**src/rtl/alu_pkg.sv**
```systemverilog
// Shared definitions for the ripple ALU.
// Assumes a two-bit operation selector whose codes are decoded by every slice.
package alu_pkg;

    // Operation selector codes seen by each slice multiplexer
    typedef enum logic [1:0] {
        OP_AND  = 2'b00,
        OP_OR   = 2'b01,
        OP_SUM  = 2'b10,
        OP_LESS = 2'b11
    } alu_op_e;

endpackage

```
**src/rtl/alu_slice.sv**
```systemverilog
// One bit of the ALU: conditional B inversion, AND, OR, full adder and a
// four-way output selector. When IS_MSB is set, the slice also exports its
// raw sum as the set signal and flags signed overflow. Otherwise both of
// those outputs are held at 0 so that the parent can OR-reduce them.
// Assumes that the carry and less inputs settle before the output is used.
module alu_slice
    import alu_pkg::*;
#(
    parameter bit IS_MSB = 1'b0
) (
    input  logic    a_i,
    input  logic    b_i,
    input  logic    binv_i,
    input  logic    cin_i,
    input  logic    less_i,
    input  alu_op_e op_i,
    output logic    res_o,
    output logic    cout_o,
    output logic    set_o,
    output logic    ovf_o
);

    logic b_eff;
    logic half;
    logic sum;

    // Conditional inversion of the second operand
    assign b_eff  = binv_i ? ~b_i : b_i;
    // Full adder built from a half sum and a carry
    assign half   = a_i ^ b_eff;
    assign sum    = half ^ cin_i;
    assign cout_o = (a_i & b_eff) | (cin_i & half);

    // Output selector driven by the operation code
    always_comb begin
        unique case (op_i)
            OP_AND:  res_o = a_i & b_eff;
            OP_OR:   res_o = a_i | b_eff;
            OP_SUM:  res_o = sum;
            default: res_o = less_i;
        endcase
    end

    // Top-slice extras: raw sign feedback and overflow detection
    if (IS_MSB) begin : g_top
        assign set_o = sum;
        assign ovf_o = cin_i ^ cout_o;
    end else begin : g_body
        assign set_o = 1'b0;
        assign ovf_o = 1'b0;
    end

endmodule

```
**src/rtl/alu_zero_detect.sv**
```systemverilog
// Flags an all-zero result word. Purely combinational.
// Assumes WIDTH >= 1.
module alu_zero_detect #(
    parameter int WIDTH = 32
) (
    input  logic [WIDTH-1:0] word_i,
    output logic             zero_o
);

    // Reduction NOR across the whole word
    assign zero_o = ~(|word_i);

endmodule

```
**src/rtl/rip_alu.sv**
```systemverilog
// Ripple-carry ALU made of WIDTH one-bit slices produced by a generate loop.
// negate_i drives both the B inversion and the carry into bit 0. The top
// slice returns its sum sign to the less input of bit 0 for set-on-less-than.
// Assumes WIDTH >= 2. The flags carry_o and overflow_o are meaningful only
// for the sum operation.
module rip_alu
    import alu_pkg::*;
#(
    parameter int WIDTH = 32
) (
    input  logic [WIDTH-1:0] a_i,
    input  logic [WIDTH-1:0] b_i,
    input  logic             negate_i,
    input  logic [1:0]       op_i,
    output logic [WIDTH-1:0] result_o,
    output logic             zero_o,
    output logic             overflow_o,
    output logic             carry_o
);

    localparam int MSB = WIDTH - 1;

    alu_op_e          op_e;
    logic [WIDTH-1:0] res_v;
    logic [WIDTH-1:0] set_v;
    logic [WIDTH-1:0] ovf_v;
    logic             set_w;

    // Decode the raw selector into the shared enum
    assign op_e  = alu_op_e'(op_i);
    // Only the top slice drives non-zero set and overflow bits
    assign set_w = |set_v;

    // Slice chain with ripple carries between neighbours
    for (genvar i = 0; i < WIDTH; i++) begin : g_bit
        logic cin_w;
        logic cout_w;
        logic less_w;

        if (i == 0) begin : g_lsb
            assign cin_w  = negate_i;
            assign less_w = set_w;
        end else begin : g_up
            assign cin_w  = g_bit[i-1].cout_w;
            assign less_w = 1'b0;
        end

        alu_slice #(
            .IS_MSB (i == MSB)
        ) u_slice (
            .a_i    (a_i[i]),
            .b_i    (b_i[i]),
            .binv_i (negate_i),
            .cin_i  (cin_w),
            .less_i (less_w),
            .op_i   (op_e),
            .res_o  (res_v[i]),
            .cout_o (cout_w),
            .set_o  (set_v[i]),
            .ovf_o  (ovf_v[i])
        );
    end

    // Collect the outputs of the chain
    assign result_o   = res_v;
    assign carry_o    = g_bit[MSB].cout_w;
    assign overflow_o = |ovf_v;

    alu_zero_detect #(
        .WIDTH (WIDTH)
    ) u_zero (
        .word_i (res_v),
        .zero_o (zero_o)
    );

    // Cross-check the slice chain against word-level arithmetic
    always_comb begin
        if (!negate_i && op_e == OP_SUM) begin

            add_sum_chk: assert ({carry_o, result_o} == ({1'b0, a_i} + {1'b0, b_i}));
        end
        if (negate_i && op_e == OP_SUM) begin

            sub_diff_chk: assert (result_o == (a_i - b_i) && carry_o == (a_i >= b_i));

            zero_eq_chk: assert (zero_o == (a_i == b_i));

            sub_ovf_chk: assert (overflow_o == ((a_i[MSB] != b_i[MSB]) && (result_o[MSB] != a_i[MSB])));
        end
        if (!negate_i && op_e == OP_SUM) begin

            add_ovf_chk: assert (overflow_o == ((a_i[MSB] == b_i[MSB]) && (result_o[MSB] != a_i[MSB])));
        end
        if (op_e == OP_LESS) begin

            slt_upper_chk: assert (result_o[MSB:1] == '0);
        end
    end

endmodule

```
**config.mk**
```make
export PLATFORM = sky130hd
export DESIGN_NAME = rip_alu
export DESIGN_NICKNAME = d
export VERILOG_FILES = /design/src/rtl/alu_pkg.sv /design/src/rtl/alu_slice.sv /design/src/rtl/alu_zero_detect.sv /design/src/rtl/rip_alu.sv
export SDC_FILE = /design/constraint.sdc
export NUM_CORES = 1
export LEC_CHECK = 0
export CORE_MARGIN = 1
export CORE_UTILIZATION = 28
export DETAILED_ROUTE_END_ITERATION = 10
export PLACE_DENSITY_LB_ADDON = 0.08
export SLEW_MARGIN = 20
export SYNTH_ARGS = -nofsm -noshare
export SYNTH_HDL_FRONTEND = slang
export SYNTH_SLANG_ARGS = --single-unit
export TNS_END_PERCENT = 20
```
**constraint.sdc**
```tcl
create_clock -name vclk -period 77.3
set_input_delay 23.19 -clock vclk [all_inputs]
set_output_delay 23.19 -clock vclk [all_outputs]
set_load 0.05 [all_outputs]
```
Yosys cells after proc, flatten, opt, wreduce, memory -nomap -nowiden
Cells that the tools add are included.
- reduce and logical (&&, ||, !) cells: 2
- multiplexer cells: 64
- equality and inequality tests: 2
- bitwise operators: 226
- divide/modulo/power cells: 0
- multiply operators: 0
- shift operators: 0
- order comparisons: 0
- add/sub/neg operators: 0
- operator list (kind ; number):
    one-hot mux 1 bit (3 select lines) ; 32
    XOR 1 bit ; 65
    AND 1 bit ; 64
    OR 1 bit ; 64
    NOT 1 bit ; 33
    two-way mux 1 bit ; 32
    OR reduction 32 bit ; 1
    equality test 2 x 1 -> 1 bit (second input constant) ; 1
    equality test 2 bit (second input constant) ; 1
    zero test 2 bit ; 1
- input port bits: 67
- bits in registers: 0
- memory bits (read-only): 0
- word-level logic and storage cells: 294
- latch bits: 0
- bits in writable memories: 0
- memories kept: 0

Logic depth before layout (Yosys ltp)
- word-level depth: 69
- gate-level depth with buffers: 41
- mapped depth without buffers: 39

By module
From an unflattened synthesis, not the netlist that was laid out.
- cells, all modules: 387
- area, all modules: 3631.0 µm²
- by module, submodules not included (module ; instances ; sequential area each (µm²) ; area each (µm²) ; cells each):
    alu_slice (g_bit[0].u_slice ...) ; 31 ; 0.0 ; 106.4 ; 11
    rip_alu ; 1 ; 0.0 ; 153.9 ; 23
    alu_slice (g_bit[31].u_slice) ; 1 ; 0.0 ; 107.6 ; 12
    alu_zero_detect ; 1 ; 0.0 ; 72.6 ; 11

Least setup slack after synthesis
No wires, ideal clock.
- path type: in2out
- from: in negate_i
- to: out zero_o
- stages on the path: 40
- slack: 17.444 ns
- required time: 54.110 ns
- buffers on the path: 2
- arrival time: 36.666 ns
- cell sequence: buf_6 > buf_2 > mux2_2 > fa_1 > fa_1 > fa_1 > fa_1 > fa_1 > fa_1 > fa_1 > fa_1 > fa_1 > fa_1 > fa_1 > fa_1 > fa_1 > fa_1 > fa_1 > [... 4 more ...] > fa_1 > fa_1 > fa_1 > fa_1 > fa_1 > fa_1 > fa_1 > fa_1 > fa_1 > inv_1 > fa_1 > fa_1 > inv_1 > fa_1 > mux4_2 > nor4_2 > nand2_1 > nor3_2
- cells in the longest elaborated chain, start to end: 68
- elaborated cells between the ends (all ways): 256
- classes of those cells: 64 x mux; 191 x bitwise; 1 x reduce/logical
- ends and longest elaborated chain (what ; line ; source):
    from (decl) ; rip_alu.sv:13 ; input logic negate_i,
    two-way mux 1 bit ; alu_slice.sv:28 ; assign b_eff = binv_i ? ~b_i : b_i;
    XOR 1 bit ; alu_slice.sv:30 ; assign half = a_i ^ b_eff;
    AND 1 bit ; alu_slice.sv:32 ; assign cout_o = (a_i & b_eff) | (cin_i & half);
    OR 1 bit ; alu_slice.sv:32 ;
    AND 1 bit ; alu_slice.sv:32 ;
    OR 1 bit ; alu_slice.sv:32 ;
    AND 1 bit ; alu_slice.sv:32 ;
    OR 1 bit ; alu_slice.sv:32 ;
    [... 53 more ...] ; - ;
    OR 1 bit ; alu_slice.sv:32 ;
    AND 1 bit ; alu_slice.sv:32 ;
    OR 1 bit ; alu_slice.sv:32 ;
    XOR 1 bit ; alu_slice.sv:31 ; assign sum = half ^ cin_i;
    one-hot mux 1 bit (3 select lines) (*) ; alu_slice.sv:36 ; unique case (op_i)
    via g_bit[0].u_slice.res_o ; alu_slice.sv:17 ; output logic res_o,
    OR reduction 32 bit (*) ; alu_zero_detect.sv:11 ; assign zero_o = ~(|word_i);
    NOT 1 bit (*) ; alu_zero_detect.sv:11 ;
    to (decl) ; rip_alu.sv:16 ; output logic zero_o,
The timed path passes the listed nets; every way through them passes the cells marked *.

Worst setup path in the final report
- from: in b_i[0]
- to: out zero_o
- cells in the longest elaborated chain, start to end: 69
- elaborated cells between the ends (all ways): 133
- classes of those cells: 33 x mux; 99 x bitwise; 1 x reduce/logical
- ends and longest elaborated chain (what ; line ; source):
    from (decl) ; rip_alu.sv:12 ; input logic [WIDTH-1:0] b_i,
    NOT 1 bit ; alu_slice.sv:28 ;
    two-way mux 1 bit (*) ; alu_slice.sv:28 ;
    XOR 1 bit ; alu_slice.sv:30 ;
    AND 1 bit ; alu_slice.sv:32 ;
    OR 1 bit ; alu_slice.sv:32 ;
    AND 1 bit ; alu_slice.sv:32 ;
    OR 1 bit ; alu_slice.sv:32 ;
    AND 1 bit ; alu_slice.sv:32 ;
    [... 53 more ...] ; - ;
    AND 1 bit ; alu_slice.sv:32 ;
    OR 1 bit ; alu_slice.sv:32 ;
    AND 1 bit ; alu_slice.sv:32 ;
    OR 1 bit ; alu_slice.sv:32 ;
    XOR 1 bit ; alu_slice.sv:31 ;
    one-hot mux 1 bit (3 select lines) ; alu_slice.sv:36 ;
    OR reduction 32 bit (*) ; alu_zero_detect.sv:11 ;
    NOT 1 bit (*) ; alu_zero_detect.sv:11 ;
Every way passes the cells marked *; elsewhere a longest branch is shown, timed or not.

==> impl_metrics.env <==
export IMPL_vdd_ir_drop_worst_mv=0.005997
export IMPL_detailroute_via_count=2169
export IMPL_netlist_area_um2=2979
export IMPL_post_synth_top_area_cell="ha_1"
export IMPL_max_clock_freq_mhz=16.37
export IMPL_route_antenna_remaining_nets=0
export IMPL_antenna_found_initial=0
export IMPL_status="completed"
export IMPL_setup_worst_path_start_class="input port"
export IMPL_synthToLayoutAreaGrowth_pct=28.27
export IMPL_clock_buffer_count=0
export IMPL_timing_hold_violations_final=0
export IMPL_port_buffer_count=102
export IMPL_final_net_count=546
export IMPL_worst_ep_arrival_time_ps=37880
export IMPL_n_antenna_cell=0
export IMPL_static_leakage_power_uw=0.001875
export IMPL_route_detailed_drc=0
export IMPL_worst_endpoint_required_ps=54110
export IMPL_hold_path_class="in2out"
export IMPL_cts_setup_buffers=0
export IMPL_final_seq_area_um2=0
export IMPL_gp_congestion=0.7303
export IMPL_endpoint="zero_o"
export IMPL_ys_warnings_count=0
export IMPL_ys_seq_area_share_pct=0
export IMPL_largest_fanout_of_any_net_on_the_critical_path=2
export IMPL_placement_rows=37
export IMPL_grt_setup_unrepaired="no"
export IMPL_final_setup_viols=0
export IMPL_critPathMostFrequentCell="fa_1"
export IMPL_synth_lib_cells_used_distinct=23
export IMPL_initialDrtViolationCount=66
export IMPL_num_io_pins=102
export IMPL_post_route_design_area_um2=3821
export IMPL_synth_net_count=486
export IMPL_post_synth_inst_count=324
export IMPL_worst_pin_slew_ps=719.3
export IMPL_dieArea_um2=11060
export IMPL_fp_coreArea_um2=10320
export IMPL_timing_setup_tns_ps=0
export IMPL_share_of_layout_cells_above_drive_strength_1_pct=2.618
export IMPL_number_of_sequential_cells=0
export IMPL_final_cycle_share_pct=79.01
export IMPL_vias_in_the_first_global_route=2316
export IMPL_finalWorstPathRequiredPeriod_ps=61070
export IMPL_avgSynthCellArea_um2=9.195
export IMPL_worst_setup_path_start="b_i[0]"
export IMPL_grt_util_all_layers_pct=12.84
export IMPL_min_from="op_i[1]"
export IMPL_power_density_cell_area_nw_per_um2=10.14
export IMPL_drt_total_wl_mm=6.945
export IMPL_hold_slack_ps=47840
export IMPL_drt_first_pass_iters=4
export IMPL_maxSlewViolCount=0
export IMPL_global_route_wire_length_before_repair_mm=11.57
export IMPL_post_cts_resize_count=0
export IMPL_drt_wirelength_per_cell_um=13.41
export IMPL_die_y_um=105.2
export IMPL_cpMaxStageDelayCell="clkdlybuf4s50_1"
export IMPL_placed_area_um2=3821
export IMPL_postCtsHoldBufs=0
export IMPL_timing_max_slew_rel_slack_pct=52.04
export IMPL_dp_hpwl_mm=5.591
export IMPL_critPathKind="in2out"
export IMPL_gr_total_overflow=0
export IMPL_detailed_route_vias_per_instance=4.187
export IMPL_dieWidth_um=105.2
export IMPL_critPathCaptureType="primary output"
export IMPL_grt_max_degree=38
export IMPL_n_fill_cell=1056
export IMPL_cap_violations=0
export IMPL_initial_core_util_pct=28.86
export IMPL_post_synth_main_area_contributors="ha_1, fa_1, mux2i_1, xor2_1, inv_1"
export IMPL_timing_critical_path_slowest_cell_delay_ps=850
export IMPL_synth_top_area_share_pct=26.88
logic make-up (layout without fill, tap and decap cells):
family                   Yosys count  after routing  share of synthesized area (%)
multiplexers                      31             31                          10.88
adder cells (fa/ha/maj)           95             95                          47.71
AND/OR/NAND/NOR                   17             17                          3.822
AO/OA/AOI/OAI                     33             33                          7.014
XOR/XNOR                          34             34                          9.996
buffers and inverters            114            172                          20.58
area by class of cell:
class	instances	area, um2	area share (%)
tap	136	170.2	4.453
multi-input combinational	210	2366	61.92
inverter	67	251.5	6.582
timing repair buffer	105	1033	27.05
cell usage in the layout, fill, tap and decap left out, types with 2 or more instances in the layout:
cell	n
buf_4	3
o22ai_1	29
mux2i_1	29
nor2b_1	4
xor2_1	33
o31a_1	2
o21ai_0	2
fa_1	31
nor4_1	7
nand2_1	2
inv_1	67
clkdlybuf4s50_1	100
buf_2	2
ha_1	64
worst max-delay path, delay by kind of cell:
family | cells | cell delay (ps)
and+or+nand+nor | 3 | 650
muxes | 2 | 530
AOI/OAI and AO/OA | 1 | 120
adders and majority gates | 31 | 11900
buffers and inverters | 4 | 1500
cells in the mapped netlist, drive strengths merged:
master	number
xnor2	1
nor2b	4
mux2i	29
o22ai	29
inv	67
clkbuf	2
fa	31
nor4	8
nand4	1
mux4	1
buf	45
nor3	1
nand2b	1
o21ai	2
ha	64
o31a	2
xor2	33
nand2	2
mux2	1
power by group:
part	switching, uW	internal (uW)
logic	23.4	15.4
registers	0	0
clock network	0	0
per-stage QoR:
step                total power [uW]  util, %  worst slack, ps  std cells
floorplan                      29.35        -            17440        324
global placement               39.15    37.01            16300        518
detailed placement             39.26    37.01            16180        518
CTS                            39.49    37.01            16120        518
global route                   42.62    37.01            15590        518
finish                         38.75    37.01            16230        518
worst min path at each step:
stage,endpoint,slack [ps],cells past startpoint
floorplan,result_o[16],46820,4
global placement,result_o[3],47860,5
detailed placement,result_o[11],47860,5
CTS,result_o[3],47860,5
global route,result_o[11],47900,5
finish,result_o[3],47840,5
per-layer routing:
metal,track usage (%),up-vias,share of wire (%),wire length (um)
met5,0,-,0,0
met4,0,0,0,0
met3,0.8110,0,3.3,226
met2,24.83,48,52,3629
met1,16.43,1025,44,3089
li1,-,1096,-,-
(Power assumes the default switching activity.)
